File: config.mk
export PLATFORM = sky130hd
export DESIGN_NAME = tick_timer_pair
export DESIGN_NICKNAME = d
export VERILOG_FILES = /design/src/rtl/tick_timer_pkg.sv /design/src/rtl/tt_decode.sv /design/src/rtl/tt_counter.sv /design/src/rtl/tick_timer_pair.sv
export SDC_FILE = /design/constraint.sdc
export NUM_CORES = 1
export LEC_CHECK = 0
export BUFFER_PORTS_ARGS = -buffer_cell sky130_fd_sc_hd__buf_2
export CAP_MARGIN = 20
export CORE_ASPECT_RATIO = 1.75
export CORE_UTILIZATION = 61
export DETAILED_ROUTE_END_ITERATION = 7
export PLACE_DENSITY = 0.82
export SETUP_SLACK_MARGIN = 0.2
export SYNTH_ARGS = -nofsm -noshare
export SYNTH_HDL_FRONTEND = slang
export SYNTH_HIERARCHICAL = 1
export SYNTH_SLANG_ARGS = --single-unit
File: constraint.sdc
create_clock -name clk -period 3.1 [get_ports clk]
set_input_delay 0.155 -clock clk [delete_from_list [all_inputs] [get_ports clk]]
set_output_delay 0.155 -clock clk [all_outputs]
set_load 0.01 [all_outputs]
File: src/rtl/tick_timer_pkg.sv
package tick_timer_pkg;
  localparam int WORD_W = 32;

  localparam int OS_CTL_OFS  = 'h20;
  localparam int OS_REM_OFS  = 'h24;
  localparam int PER_CTL_OFS = 'h28;
  localparam int PER_REM_OFS = 'h2C;

  typedef enum logic [2:0] {
    SEL_NONE, SEL_OS_CTL, SEL_OS_REM, SEL_PER_CTL, SEL_PER_REM
  } rd_sel_e;

  // Reverse byte lanes: bus lane order <-> big-endian value.
  function automatic logic [WORD_W-1:0] lane_swap(input logic [WORD_W-1:0] x);
    logic [WORD_W-1:0] y;
    for (int b = 0; b < WORD_W/8; b++)
      y[8*b +: 8] = x[WORD_W-8-8*b +: 8];
    return y;
  endfunction

  // Remaining count after one tick of an armed timer.
  function automatic logic [WORD_W-1:0] after_tick(input logic [WORD_W-1:0] rem,
                                                   input logic [WORD_W-1:0] interval,
                                                   input logic periodic);
    if (rem == 1) return periodic ? interval : '0;
    return rem - 1'b1;
  endfunction
endpackage

File: src/rtl/tt_decode.sv
module tt_decode
  import tick_timer_pkg::*;
#(
  parameter int ADDR_W = 6,
  parameter int SIZE_W = 3
) (
  input  logic              req_valid,
  input  logic              req_write,
  input  logic [ADDR_W-1:0] req_addr,
  input  logic [SIZE_W-1:0] req_size,
  output logic [1:0]        ctl_load,
  output rd_sel_e           rd_sel,
  output logic              err
);
  localparam int BYTES = WORD_W / 8;

  logic    word_ok;
  rd_sel_e hit;
  logic    legal;

  assign word_ok = (int'(req_size) == BYTES) && (req_addr[1:0] == 2'b00);

  always_comb begin
    hit = SEL_NONE;
    case (int'(req_addr))
      OS_CTL_OFS:  hit = SEL_OS_CTL;
      OS_REM_OFS:  hit = SEL_OS_REM;
      PER_CTL_OFS: hit = SEL_PER_CTL;
      PER_REM_OFS: hit = SEL_PER_REM;
      default:     hit = SEL_NONE;
    endcase
  end

  assign legal = word_ok && (hit != SEL_NONE) &&
                 (!req_write || hit == SEL_OS_CTL || hit == SEL_PER_CTL);

  assign err         = req_valid && !legal;
  assign ctl_load[0] = req_valid && legal && req_write && (hit == SEL_OS_CTL);
  assign ctl_load[1] = req_valid && legal && req_write && (hit == SEL_PER_CTL);
  assign rd_sel      = (req_valid && legal && !req_write) ? hit : SEL_NONE;
endmodule

File: src/rtl/tt_counter.sv
module tt_counter
  import tick_timer_pkg::*;
#(
  parameter int W        = WORD_W,
  parameter bit PERIODIC = 1'b0
) (
  input  logic         clk,
  input  logic         rst_n,
  input  logic         tick_en,
  input  logic         load,
  input  logic [W-1:0] load_val,
  output logic [W-1:0] interval,
  output logic [W-1:0] remaining,
  output logic         fire
);
  logic [W-1:0] ctl_q, rem_q;
  logic         armed, tick_hit;

  assign armed    = (rem_q != '0);
  assign tick_hit = tick_en && armed && !load;
  assign fire     = tick_hit && (rem_q == 1);

  always_ff @(posedge clk) begin
    if (!rst_n) begin
      ctl_q <= '0;
      rem_q <= '0;
    end else if (load) begin
      ctl_q <= load_val;
      rem_q <= load_val;
    end else if (tick_hit) begin
      rem_q <= after_tick(rem_q, ctl_q, PERIODIC);
    end
  end

  assign interval  = ctl_q;
  assign remaining = rem_q;

  p_load_restarts_r5: assert property (@(posedge clk) disable iff (!rst_n)
    load |=> (rem_q == $past(load_val)) && (ctl_q == $past(load_val)));

  p_fire_on_tick_r9: assert property (@(posedge clk) disable iff (!rst_n)
    fire |-> tick_en && !load);

  p_idle_no_fire_r3: assert property (@(posedge clk) disable iff (!rst_n)
    (rem_q == '0) |-> !fire);

  p_expiry_state_r7: assert property (@(posedge clk) disable iff (!rst_n)
    fire |=> (rem_q == (PERIODIC ? $past(ctl_q) : '0)));

  p_ctl_holds_r6: assert property (@(posedge clk) disable iff (!rst_n)
    !load |=> $stable(ctl_q));
endmodule

File: src/rtl/tick_timer_pair.sv
module tick_timer_pair
  import tick_timer_pkg::*;
#(
  parameter int ADDR_W = 6,
  parameter int SIZE_W = 3
) (
  input  logic              clk,
  input  logic              rst_n,
  input  logic              tick_en,
  input  logic              req_valid,
  input  logic              req_write,
  input  logic [ADDR_W-1:0] req_addr,
  input  logic [SIZE_W-1:0] req_size,
  input  logic [WORD_W-1:0] req_wdata,
  output logic [WORD_W-1:0] rsp_rdata,
  output logic              rsp_err,
  output logic              oneshot_fire,
  output logic              periodic_fire
);
  localparam int NT = 2;

  logic [NT-1:0]     ctl_load;
  logic [NT-1:0]     fire;
  logic [WORD_W-1:0] ivl [NT];
  logic [WORD_W-1:0] rem [NT];
  logic [WORD_W-1:0] wval, rval;
  rd_sel_e           rd_sel;

  tt_decode #(.ADDR_W(ADDR_W), .SIZE_W(SIZE_W)) u_dec (
    .req_valid(req_valid), .req_write(req_write), .req_addr(req_addr),
    .req_size(req_size), .ctl_load(ctl_load), .rd_sel(rd_sel), .err(rsp_err)
  );

  assign wval = lane_swap(req_wdata);

  for (genvar g = 0; g < NT; g++) begin : g_tmr
    tt_counter #(.W(WORD_W), .PERIODIC(g == 1)) u_cnt (
      .clk(clk), .rst_n(rst_n), .tick_en(tick_en), .load(ctl_load[g]),
      .load_val(wval), .interval(ivl[g]), .remaining(rem[g]), .fire(fire[g])
    );
  end

  always_comb begin
    case (rd_sel)
      SEL_OS_CTL:  rval = ivl[0];
      SEL_OS_REM:  rval = rem[0];
      SEL_PER_CTL: rval = ivl[1];
      SEL_PER_REM: rval = rem[1];
      default:     rval = '0;
    endcase
  end

  assign rsp_rdata     = lane_swap(rval);
  assign oneshot_fire  = fire[0];
  assign periodic_fire = fire[1];

  p_err_blocks_write_r1: assert property (@(posedge clk) disable iff (!rst_n)
    rsp_err |-> (ctl_load == '0) && (rsp_rdata == '0));

  p_single_target_r1: assert property (@(posedge clk) disable iff (!rst_n)
    $onehot0(ctl_load));
endmodule

* Word-level counts from Yosys, hierarchy flattened *
Cells that the tools add are included.

cells by class
  add/sub/neg operators = 2
  multipliers = 0
  divide/modulo/power cells = 0
  $lt $le $gt $ge = 0
  equality and inequality tests = 13
  shift operators = 0
  muxes and demuxes = 19
  bitwise logic cells = 0
  reductions and logical operators = 27

operators by type and width
  operator                                              count
  two-way mux 32 bit                                    8
  one-hot mux 32 bit (4 select lines)                   1
  equality test 32 x 1 -> 1 bit, second input constant  2
  nonzero test 32 bit                                   2
  subtractor 32 x 1 -> 32 bit, second input constant    2
  equality test 6 bit, second input constant            4
  logical AND 1 bit                                     15
  one-hot mux 3 bit (4 select lines)                    1
  equality test 3 x 2 -> 1 bit, second input constant   3
  two-way mux 1 bit                                     8
  equality test 3 x 1 -> 1 bit, second input constant   2
  equality test 3 bit, second input constant            2
  zero test 1 bit                                       4
  nonzero test 2 bit                                    2
  two-way mux 3 bit                                     1
  nonzero test 3 bit                                    1
  zero test 2 bit                                       1
  logical OR 1 bit                                      2

storage, ports and cells
  bits in registers = 128
  bits in latches = 0
  bits in writable memories = 0
  ROM bits = 0
  bits of input ports = 46
  logic and storage cells = 65
  memories = 0

* Logic depth before layout (Yosys ltp) *
Gate-level depths: netlist of run 1.

  depth after elaboration = 17
  gate-level depth with buffers = 10
  gate-level depth less buffers = 8

* Hierarchy *
The synthesis of run 1 kept the hierarchy.

by module, submodules not included
  module                        times used  cells an instance  area each (um^2)  sequential area each (um^2)
  tt_counter at g_tmr[1].u_cnt  1           454                3762.4            1281.2
  tt_counter at g_tmr[0].u_cnt  1           365                3275.6            1281.2
  tick_timer_pair               1           154                1471.4            0.0
  tt_decode                     1           14                 110.1             0.0

* Worst setup path after synthesis of run 1 *
OpenSTA, ideal clock, no wires.

  kind = register to register
  start = reg g_tmr[1].u_cnt.rem_q[0]
  end = reg g_tmr[1].u_cnt.rem_q[28]
  arrival time = 2.126 ns
  path slack = 0.844 ns
  cell stages (with the launch flop) = 9
  buffers on the path = 0
  clock period less this slack = 2.256 ns
  cell sequence = dfxtp_1 -> inv_1 -> ha_1 -> nor4b_1 -> nand3_1 -> nor4_1 -> xor2_1 -> a2111oi_0 -> nor3_1

on the way
  cells in the longest elaborated chain, start to end = 8

ends and longest elaborated chain
  item                                                                                 RTL line          text
  start: declaration                                                                   tt_counter.sv:16  logic [W-1:0] ctl_q, rem_q;
  start signal: assignment                                                             tt_counter.sv:29  rem_q <= load_val;
  start signal: assignment                                                             tt_counter.sv:31  rem_q <= after_tick(rem_q, ctl_q, PERIODIC);
  parallel branches: the longest is 8 deep, another holds subtractor 32 x 1 -> 32 bit  n/a

Several ways; the timed one is not identified. The select of a mux whose other input is x is not followed.
A chain may end at the register's enable or synchronous reset.

* Worst setup path after layout of run 1 *
  start = reg g_tmr[0].u_cnt.rem_q[0]
  end = reg g_tmr[0].u_cnt.rem_q[22]

on the way
  cells in the longest elaborated chain, start to end = 8

ends and longest elaborated chain
  item                                                                                 RTL line
  start: declaration                                                                   tt_counter.sv:16
  start signal: assignment                                                             tt_counter.sv:29
  start signal: assignment                                                             tt_counter.sv:31
  parallel branches: the longest is 8 deep, another holds subtractor 32 x 1 -> 32 bit  n/a

Several ways; the timed one is not identified. The select of a mux whose other input is x is not followed.

==> flow_summary.yaml, run 1 <==
setup_path:
  crit_arrival_ns: 3.08
  cp.required_ns: 3.45
  cp-end-kind: "flip-flop"
  crit_fanout: 13
  cp-start-kind: "flip-flop"
  crit_type: "reg -> reg"
synthesis:
  avgSynthCellArea_um2: 8.733
  synth-edff-count: 0
  syn_nets: 1039
  yosysTopAreaCellShare_pct: 29.73
  async_flop_share_pct: 0
  synth_area_leaders: "dfxtp_1 (30%), mux2i_1 (9.2%), o221ai_2 (5.2%)"
  synth_top_cell_by_area: "dfxtp_1"
  postSynthCellCount: 987
  synthFlopType: "dfxtp_1"
  ys_ff_latch: 128
  synth.most_common_cell: "dfxtp_1"
  yosysWarnings: 6
  seq_area_frac_synth_pct: 29.73
  synth_commonest_cells: "dfxtp_1 (128), nand2_1 (85), mux2i_1 (79), nor2_1 (49), nor2b_1 (48)"
  synth_cell_types: 83
  synth.cell_area_um2: 8620
clock_network:
  path_clk_slew_ns: 0.06
  clk_path_buf_depth: 2
  clock_latency_ns: 0.43
  cts_root_buffer: "clkbuf_16"
  ctsResizeCount: 0
  post-cts-setup-buffers: 0
  holdBufCountCts: 0
  htreeDepth: 4
  cts_tree: "built"
  clock_sinks: 128
  cts_buffers: 17
global_routing:
  antenna_found_initial: 0
  grt_max_degree: 68
  track_usage_pct: 39.85
  grt_overflow_total: 0
  grt_pass1_vias: 8437
  grt_first_pass_wirelength_um: 45360
floorplanning:
  die_y_um: 159.3
  rows: 57
  initial_core_util_pct: 62.30
  coreArea_um2: 13840
  die_x_um: 91.86
  die-area_um2: 14630
  io_pins: 81
placed_design:
  hpwlAfterDp_um: 20110
  dp.cells: 1202
  portBuffers: 80
  gp_congestion: 1.008
timing:
  final-setup-viol-count: 0
  hold_viol: 0
  tns_ns: 0
  rsz0062_at_grt: "no"
  max_clock_freq_ghz: 0.3653
  max_slew_margin_pct: 21.36
  worst_pin_slew_ns: 1.177
  finalClockSkew_ns: 0.009207
  period_share_pct: 88.31
  drv_slew: 0
  min_period_ns: 2.738
cells_and_area:
  stdcell_count: 1234
  multi_input_area_um2: 5528
  layout-drive-gt1-share_pct: 21.00
  n_antenna_cell: 0
  final-seq-area_um2: 2562
  fin_nets: 1096
  fillers: 1128
  areaGrowthSynthToFinish_pct: 12.63
pwr:
  ir_drop_mv: 0.6544
  power.density_nw_per_um2: 953.5
  power_leakage_nw: 3.288
drt:
  dr.pass1.iters: 6
  vias_per_cell: 7.108
  vias: 8771
  drc_errors: 0
  antenna_left: 0
  drtIter0Drc: 1027
  drt-total-wl_um: 29010
  wl_per_cell_um: 23.51
run_status:
  status: "finished, final reports clean"
worst_hold_path:
  hold_class: "in -> reg"
run:
  max_cap_viol_count: 0
-- sequential cells by signal, summed over array words and instances, names as in the netlist --
signal                 flops
g_tmr.u_cnt/interval      64
g_tmr.u_cnt/remaining     64
-- cells by family after synthesis --
| logic type | count (synthesis) | synth area share, % |
|---|---|---|
| AND/OR/NAND/NOR | 404 | 28.26 |
| AO/OA/AOI/OAI | 263 | 24.26 |
| flip-flops | 128 | 29.73 |
| buffers and inverters | 96 | 6.503 |
| multiplexers | 82 | 9.566 |
| XOR/XNOR | 8 | 0.8129 |
| adder cells (fa/ha/maj) | 6 | 0.8709 |
-- worst max-delay path: stages (launching register included) --
cell	delay [ns]
dfxtp_1	0.46
inv_1	0.14
ha_1	0.25
inv_1	0.12
a2111oi_4	0.10
buf_4	0.17
nor2_1	0.86
o311ai_0	0.37
o211ai_1	0.18
-- final timing paths --
path | from | end | slack, ns | depth (start not counted)
setup reg to reg | g_tmr[0].u_cnt/remaining[0] | g_tmr[0].u_cnt/remaining[22] | 0.36 | 8
hold / removal | req_wdata[23] | g_tmr[1].u_cnt/remaining[15] | 0.04 | 3
setup / recovery | g_tmr[0].u_cnt/remaining[0] | g_tmr[0].u_cnt/remaining[22] | 0.36 | 8
hold reg to reg | g_tmr[0].u_cnt/interval[21] | g_tmr[0].u_cnt/interval[21] | 0.48 | 2
-- stage by stage --
step           setup slack, ns  hold WS [ns]  util, %  area (um2)  total power, mW
3_3_place_gp            0.5089        0.4511    65.73        9094            6.826
4_1_cts                 0.4549       0.02614    70.17        9708            9.055
2_1_floorplan           0.8440        0.2937        -        8620            5.527
3_5_place_dp            0.5073        0.4616    65.73        9094            6.897
6_report                0.3624       0.03835    70.17        9708            9.257
5_1_grt                 0.2467       0.04479    70.17        9708            9.692
-- report_power, final --
group	switching [mW]	internal (mW)	leakage, nW
logic	2.92	1.66	1.95
registers	0.564	1.98	1.04
clock network	0.771	1.36	0.298
total	4.25	5.00	3.29
-- cells in the final DEF (no fill, tap or decap), drive strengths merged, types with 6 or more instances in the layout --
| cell type | count |
|---|---|
| dfxtp | 128 |
| a21boi | 19 |
| a21oi | 34 |
| o221ai | 33 |
| a31oi | 7 |
| buf | 117 |
| nor4 | 25 |
| or2 | 12 |
| inv | 17 |
| nand4bb | 32 |
| nand4 | 14 |
| xor2 | 7 |
| o21ai | 60 |
| nand2 | 88 |
| nor3 | 38 |
| a32oi | 9 |
| mux2i | 79 |
| o211ai | 21 |
| or3 | 9 |
| ha | 6 |
| nand2b | 18 |
| a22o | 8 |
| nor3b | 6 |
| o31ai | 16 |
| a211oi | 16 |
| nand3 | 35 |
| nor2b | 49 |
| nor2 | 50 |
| clkbuf | 22 |
| or4 | 9 |
-- final cells by class --
class                   instances  area share, %
multi-input cells             763          56.94
repair buffers                117          7.398
flip-flops and latches        128          26.40
clock buffers                  22          4.678
inverters                      17         0.6573
clock inverters                10          1.650
well taps                     177          2.281
-- metal layers --
layer	share of wire, %	up-vias	GRT usage (%)
li1	-	3863	-
met1	37	4198	46.49
met2	48	554	65.16
met3	8.4	156	8.644
met4	6.7	0	25.71
met5	0	-	0
Power figures use the tool's default switching activity.
==> inputs of run 2 (changes only) <==
--- a/config.mk
+++ b/config.mk
@@ -11,6 +11,7 @@
 export CORE_UTILIZATION = 61
 export DETAILED_ROUTE_END_ITERATION = 7
 export PLACE_DENSITY = 0.82
+export RECOVER_POWER = 100
 export SETUP_SLACK_MARGIN = 0.2
 export SYNTH_ARGS = -nofsm -noshare
 export SYNTH_HDL_FRONTEND = slang
==> constraint.sdc (replaced) <==
create_clock -name clk -period 2.8 [get_ports clk]
set_input_delay 0.14 -clock clk [delete_from_list [all_inputs] [get_ports clk]]
set_output_delay 0.14 -clock clk [all_outputs]
set_load 0.01 [all_outputs]
==> run 2 against run 1 <==
Compared with the run above: routed wire length up 1.1%; setup slack worse by 0.20 ns; count of clock-buffer cells in the layout down 2; hold slack worse by 0.0066 ns; critical endpoint is now g_tmr[1].u_cnt/remaining[22].
==> flow_summary.yaml, run 2 (synthesized netlist as in run 1, its figures left out) <==
pwr:
  total_power_mw: 10.58
  power.density_nw_per_um2: 1076
  power_leakage_nw: 3.348
  ir_drop_mv: 0.8274
drt:
  vias_per_cell: 7.057
  drtIter0Drc: 1105
  drc_errors: 0
  wl_per_cell_um: 23.28
  antenna_left: 0
  vias: 8892
  drt-total-wl_um: 29330
  dr.pass1.iters: 6
global_routing:
  track_usage_pct: 39.84
  antenna_found_initial: 0
  grt_max_degree: 69
  grt_overflow_total: 0
  grt_first_pass_wirelength_um: 45760
  grt_pass1_vias: 8559
placed_design:
  portBuffers: 80
  dpl_cell_area_um2: 9289
  gp_congestion: 0.9956
  hpwlAfterDp_um: 20380
  pre_cts_slack_ns: 0.2411
floorplanning:
  die-area_um2: 14630
  coreArea_um2: 13840
  rows: 57
  die_x_um: 91.86
  die_y_um: 159.3
  io_pins: 81
  initial_core_util_pct: 62.30
setup_path:
  cp-start-kind: "flip-flop"
  r2r_start: "g_tmr[1].u_cnt/remaining[28]"
  crit_type: "reg -> reg"
  crit_arrival_ns: 2.93
  cp.required_ns: 3.08
  critical_path.startpoint: "g_tmr[1].u_cnt/remaining[28]"
  crit_fanout: 14
  cp-end-kind: "flip-flop"
run:
  max_cap_viol_count: 0
clock_network:
  holdBufCountCts: 0
  clock_sinks: 128
  clock_latency_ns: 0.42
  path_clk_slew_ns: 0.06
  cts_buffers: 17
  cts_tree: "built"
  cts_root_buffer: "clkbuf_16"
  htreeDepth: 4
  clk_path_buf_depth: 2
cells_and_area:
  fin_nets: 1122
  n_antenna_cell: 0
  final_common_cell: "dfxtp_1"
  areaGrowthSynthToFinish_pct: 14.12
  layout-drive-gt1-share_pct: 20.41
  postLayoutCellArea_um2: 9837
  most-common-layout-cells: "dfxtp_1 (128), nand2_1 (86), mux2i_1 (79)"
timing:
  worst_pin_slew_ns: 0.8562
  max_slew_margin_pct: 42.92
  max_clock_freq_ghz: 0.3786
  final-setup-viol-count: 0
  whs_ns: 0.03173
  hold_viol: 0
  tns_ns: 0
  drv_slew: 0
  rsz0062_at_grt: "yes"
  min_period_ns: 2.641
  fin_ws_ns: 0.1586
  finalClockSkew_ns: 0.008790
  period_share_pct: 94.34
run_status:
  status: "finished, final reports clean"
worst_hold_path:
  hold_start: "req_wdata[21]"
  hold_class: "in -> reg"
## run 2: cell types whose count changed in the layout (fill, tap and decap cells not counted), sizes merged
cell      before  now
inv           17   19
clkbuf        22   38
clkinv         5    3
clkinvlp       1    3
buf          117  125
## run 2: metal layers
metal	global-route usage, %	vias to the layer above	part of all wire (%)
met4	26.28	0	7.6
met2	64.55	642	47
li1	-	3918	-
met5	0	-	0
met3	6.781	209	8.9
met1	47.94	4123	36
## run 2: what timing repair did
action	4_1_cts	5_1_grt
setup endpoints to repair	1	15
pin swaps	1	2
resized for setup	8	6
buffers inserted	0	5
## run 2: worst paths after layout
kind	to	slack, ns	depth (start not counted)
min reg2reg	g_tmr[0].u_cnt/interval[24]	0.48	2
max	g_tmr[1].u_cnt/remaining[22]	0.16	6
max reg2reg	g_tmr[1].u_cnt/remaining[22]	0.16	6
min	g_tmr[1].u_cnt/interval[13]	0.03	3
## run 2: final cells by class
| cell class | instances | area [um2] |
|---|---|---|
| fill | 1109 | 3999 |
| clock inverter | 12 | 178.9 |
| tap | 177 | 221.5 |
| clock buffer | 20 | 466.7 |
| inverter | 17 | 63.81 |
| timing repair buffer | 143 | 913.4 |
| multi-input combinational | 763 | 5430 |
| sequential | 128 | 2562 |
## run 2: through the flow
stage	cells	utilization (%)
after global placement	1223	67.14
after CTS	1255	72.13
after detailed placement	1223	67.14
after floorplan	987	-
after global routing	1260	71.10
final	1260	71.10
## run 2: where the power goes
part	leakage [nW]	switching, mW	total, mW	internal, mW
logic	2.00	3.23	5.31	2.08
clock network	0.309	0.871	2.44	1.57
registers	1.04	0.652	2.84	2.19
## run 2: worst max-delay path, stage by stage (launching register included)
cell and delay, ns:
dfxtp_1 0.40, or4_1 0.60, or2_4 0.30, o41ai_2 0.58, nand2_4 0.11, nand2_2 0.36
o31ai_1 0.16
==> inputs of run 3 (changes only) <==
--- a/config.mk
+++ b/config.mk
@@ -9,6 +9,7 @@
 export CAP_MARGIN = 20
 export CORE_ASPECT_RATIO = 1.75
 export CORE_UTILIZATION = 61
+export CTS_BUF_LIST = sky130_fd_sc_hd__clkbuf_16
 export DETAILED_ROUTE_END_ITERATION = 7
 export PLACE_DENSITY = 0.82
 export RECOVER_POWER = 100
==> run 3 against run 2 <==
Compared with the run above: sequential share of layout area up 0.096 points; combinational power down 1%; critical path depth unchanged; setup slack better by 0.061 ns; highest routed layer unchanged; die area unchanged; count of clock-buffer cells in the layout down 3; final area down 0.37%; clock skew down 0.0020 ns; power down 1.2%; critical endpoint is now periodic_fire; largest power group unchanged; maximum frequency up 2.3%.
==> flow_summary.yaml, run 3 (synthesized netlist as in run 1, its figures left out) <==
global_routing:
  grt_overflow_total: 0
  antenna_found_initial: 0
  track_usage_pct: 39.99
  grt_pass1_vias: 8536
  grt_first_pass_wirelength_um: 45890
  grt_max_degree: 69
setup_path:
  cpMostUsedCell: "nor3_1"
  worst_path_largest_cell_delay_ns: 0.41
  r2r_setup_slack_ns: 0.24
  cp-start-kind: "flip-flop"
  crit_arrival_ns: 2.44
  cp.required_ns: 2.66
  cp-end-kind: "output pin"
  r2r_cells: 8
  crit_type: "reg -> out"
  critPathSlowestCell: "dfxtp_1"
  crit_fanout: 9
  crit_chain: "nor3_1 -> and4_1 -> nand4_1 -> buf_4 -> nor3_1 -> clkbuf_1"
  r2r_start: "g_tmr[0].u_cnt/remaining[4]"
  reg2reg_to: "g_tmr[0].u_cnt/remaining[31]"
drt:
  vias_per_cell: 7.091
  dr.pass1.iters: 6
  vias: 8921
  drc_errors: 0
  antenna_left: 0
  drt-total-wl_um: 29330
  drtIter0Drc: 1067
  wl_per_cell_um: 23.31
floorplanning:
  die_x_um: 91.86
  die_y_um: 159.3
  die-area_um2: 14630
  initial_core_util_pct: 62.30
  io_pins: 81
  rows: 57
  coreArea_um2: 13840
timing:
  worst_pin_slew_ns: 0.8794
  finalClockSkew_ns: 0.006812
  period_share_pct: 92.17
  whs_ns: 0.01853
  min_period_ns: 2.581
  final-setup-viol-count: 0
  fin_ws_ns: 0.2192
  max_clock_freq_ghz: 0.3875
  max_slew_margin_pct: 41.38
  tns_ns: 0
  drv_slew: 0
  rsz0062_at_grt: "no"
  hold_viol: 0
cells_and_area:
  n_antenna_cell: 0
  postLayoutCellArea_um2: 9801
  final_common_cell: "dfxtp_1"
  areaGrowthSynthToFinish_pct: 13.70
  fin_nets: 1120
  layout-drive-gt1-share_pct: 19.98
  most-common-layout-cells: "dfxtp_1 (128), nand2_1 (85), mux2i_1 (79)"
clock_network:
  cts_tree: "built"
  htreeDepth: 4
  path_clk_slew_ns: 0.06
  clock_sinks: 128
  holdBufCountCts: 0
  cts_root_buffer: "clkbuf_16"
  clk_path_buf_depth: 2
  clock_latency_ns: 0.43
  cts_buffers: 17
worst_hold_path:
  holdPathStages: 3
  hold_start: "req_wdata[23]"
  hold_class: "in -> reg"
  holdPathEnd: "g_tmr[1].u_cnt/remaining[15]"
pwr:
  power_leakage_nw: 3.314
  pwr-share-clk_pct: 22.6
  swShare_pct: 45.44
  power.density_nw_per_um2: 1067
  switchingPower_mw: 4.750
  pwr-share-comb_pct: 50.1
  internal_power_mw: 5.704
  seqPwrFrac_pct: 27.2
  ir_drop_mv: 0.8288
run:
  max_cap_viol_count: 0
placed_design:
  hpwlAfterDp_um: 20380
  portBuffers: 80
  gp_congestion: 0.9956
  dpl_cell_area_um2: 9289
  pre_cts_slack_ns: 0.2411
run_status:
  status: "finished, final reports clean"
[run 3: cell types whose count changed in the layout (fill, tap and decap cells not counted), moves of 2 or more]
cell,delta
clkinv_1,+3
clkbuf_8,-3
buf_4,-2
buf_2,-2
o221ai_2,+2
o221ai_1,-2
clkbuf_1,+2
[run 3: cell type report]
| cell class | count | area [um2] |
|---|---|---|
| clock inverter | 15 | 190.2 |
| tap | 177 | 221.5 |
| multi-input combinational | 763 | 5441 |
| inverter | 17 | 63.81 |
| clock buffer | 17 | 425.4 |
| fill | 1115 | 4035 |
| sequential | 128 | 2562 |
| timing repair buffer | 141 | 895.9 |
[run 3: metrics by stage]
step | utilization (%) | power [mW] | cells
after global routing | 70.84 | 10.92 | 1258
after CTS | 71.94 | 10.27 | 1256
final | 70.84 | 10.45 | 1258
after detailed placement | 67.14 | 7.754 | 1223
after floorplan | - | 6.119 | 987
after global placement | 67.14 | 7.668 | 1223
[run 3: worst max-delay path, delay by kind of cell, from the launching register on]
family                 cells  cell delay (ns)
DFF                        1             0.41
and+or+nand+nor            4             1.22
buffers and inverters      2             0.39
[run 3: timing repair]
item,4_1_cts,5_1_grt
pin swaps,2,1
hold endpoints to repair,0,0
buffers inserted,1,2
endpoints found under the setup margin,1,14
gates resized for setup,8,6
[run 3: power by group through the flow]
stage               Clock, mW  Sequential (mW)  Combinational, mW
finish                   2.37             2.85               5.24
global route             2.45             2.87               5.60
CTS                      2.36             2.79               5.11
detailed placement          0             2.79               4.97
global placement            0             2.78               4.89
floorplan                   0             2.59               3.53
[run 3: worst max path at each step]
| stage | from | endpoint | slack [ns] |
|---|---|---|---|
| detailed placement | g_tmr[0].u_cnt/remaining[20] | g_tmr[0].u_cnt/remaining[31] | 0.24 |
| global placement | g_tmr[0].u_cnt/remaining[20] | g_tmr[0].u_cnt/remaining[31] | 0.30 |
| finish | g_tmr[1].u_cnt/remaining[13] | periodic_fire | 0.22 |
| floorplan | g_tmr[1].u_cnt/remaining[0] | g_tmr[1].u_cnt/remaining[28] | 0.54 |
| global route | g_tmr[0].u_cnt/remaining[4] | g_tmr[0].u_cnt/remaining[6] | 0.12 |
| CTS | g_tmr[0].u_cnt/remaining[20] | g_tmr[0].u_cnt/remaining[22] | 0.25 |
[run 3: metal layers]
layer | GRT usage (%) | wire length (um) | vias up
met1 | 48.05 | 10740 | 4217
met2 | 66.01 | 14190 | 623
met5 | 0 | 0 | -
li1 | - | - | 3912
met4 | 24.36 | 1878 | 0
met3 | 6.543 | 2522 | 169
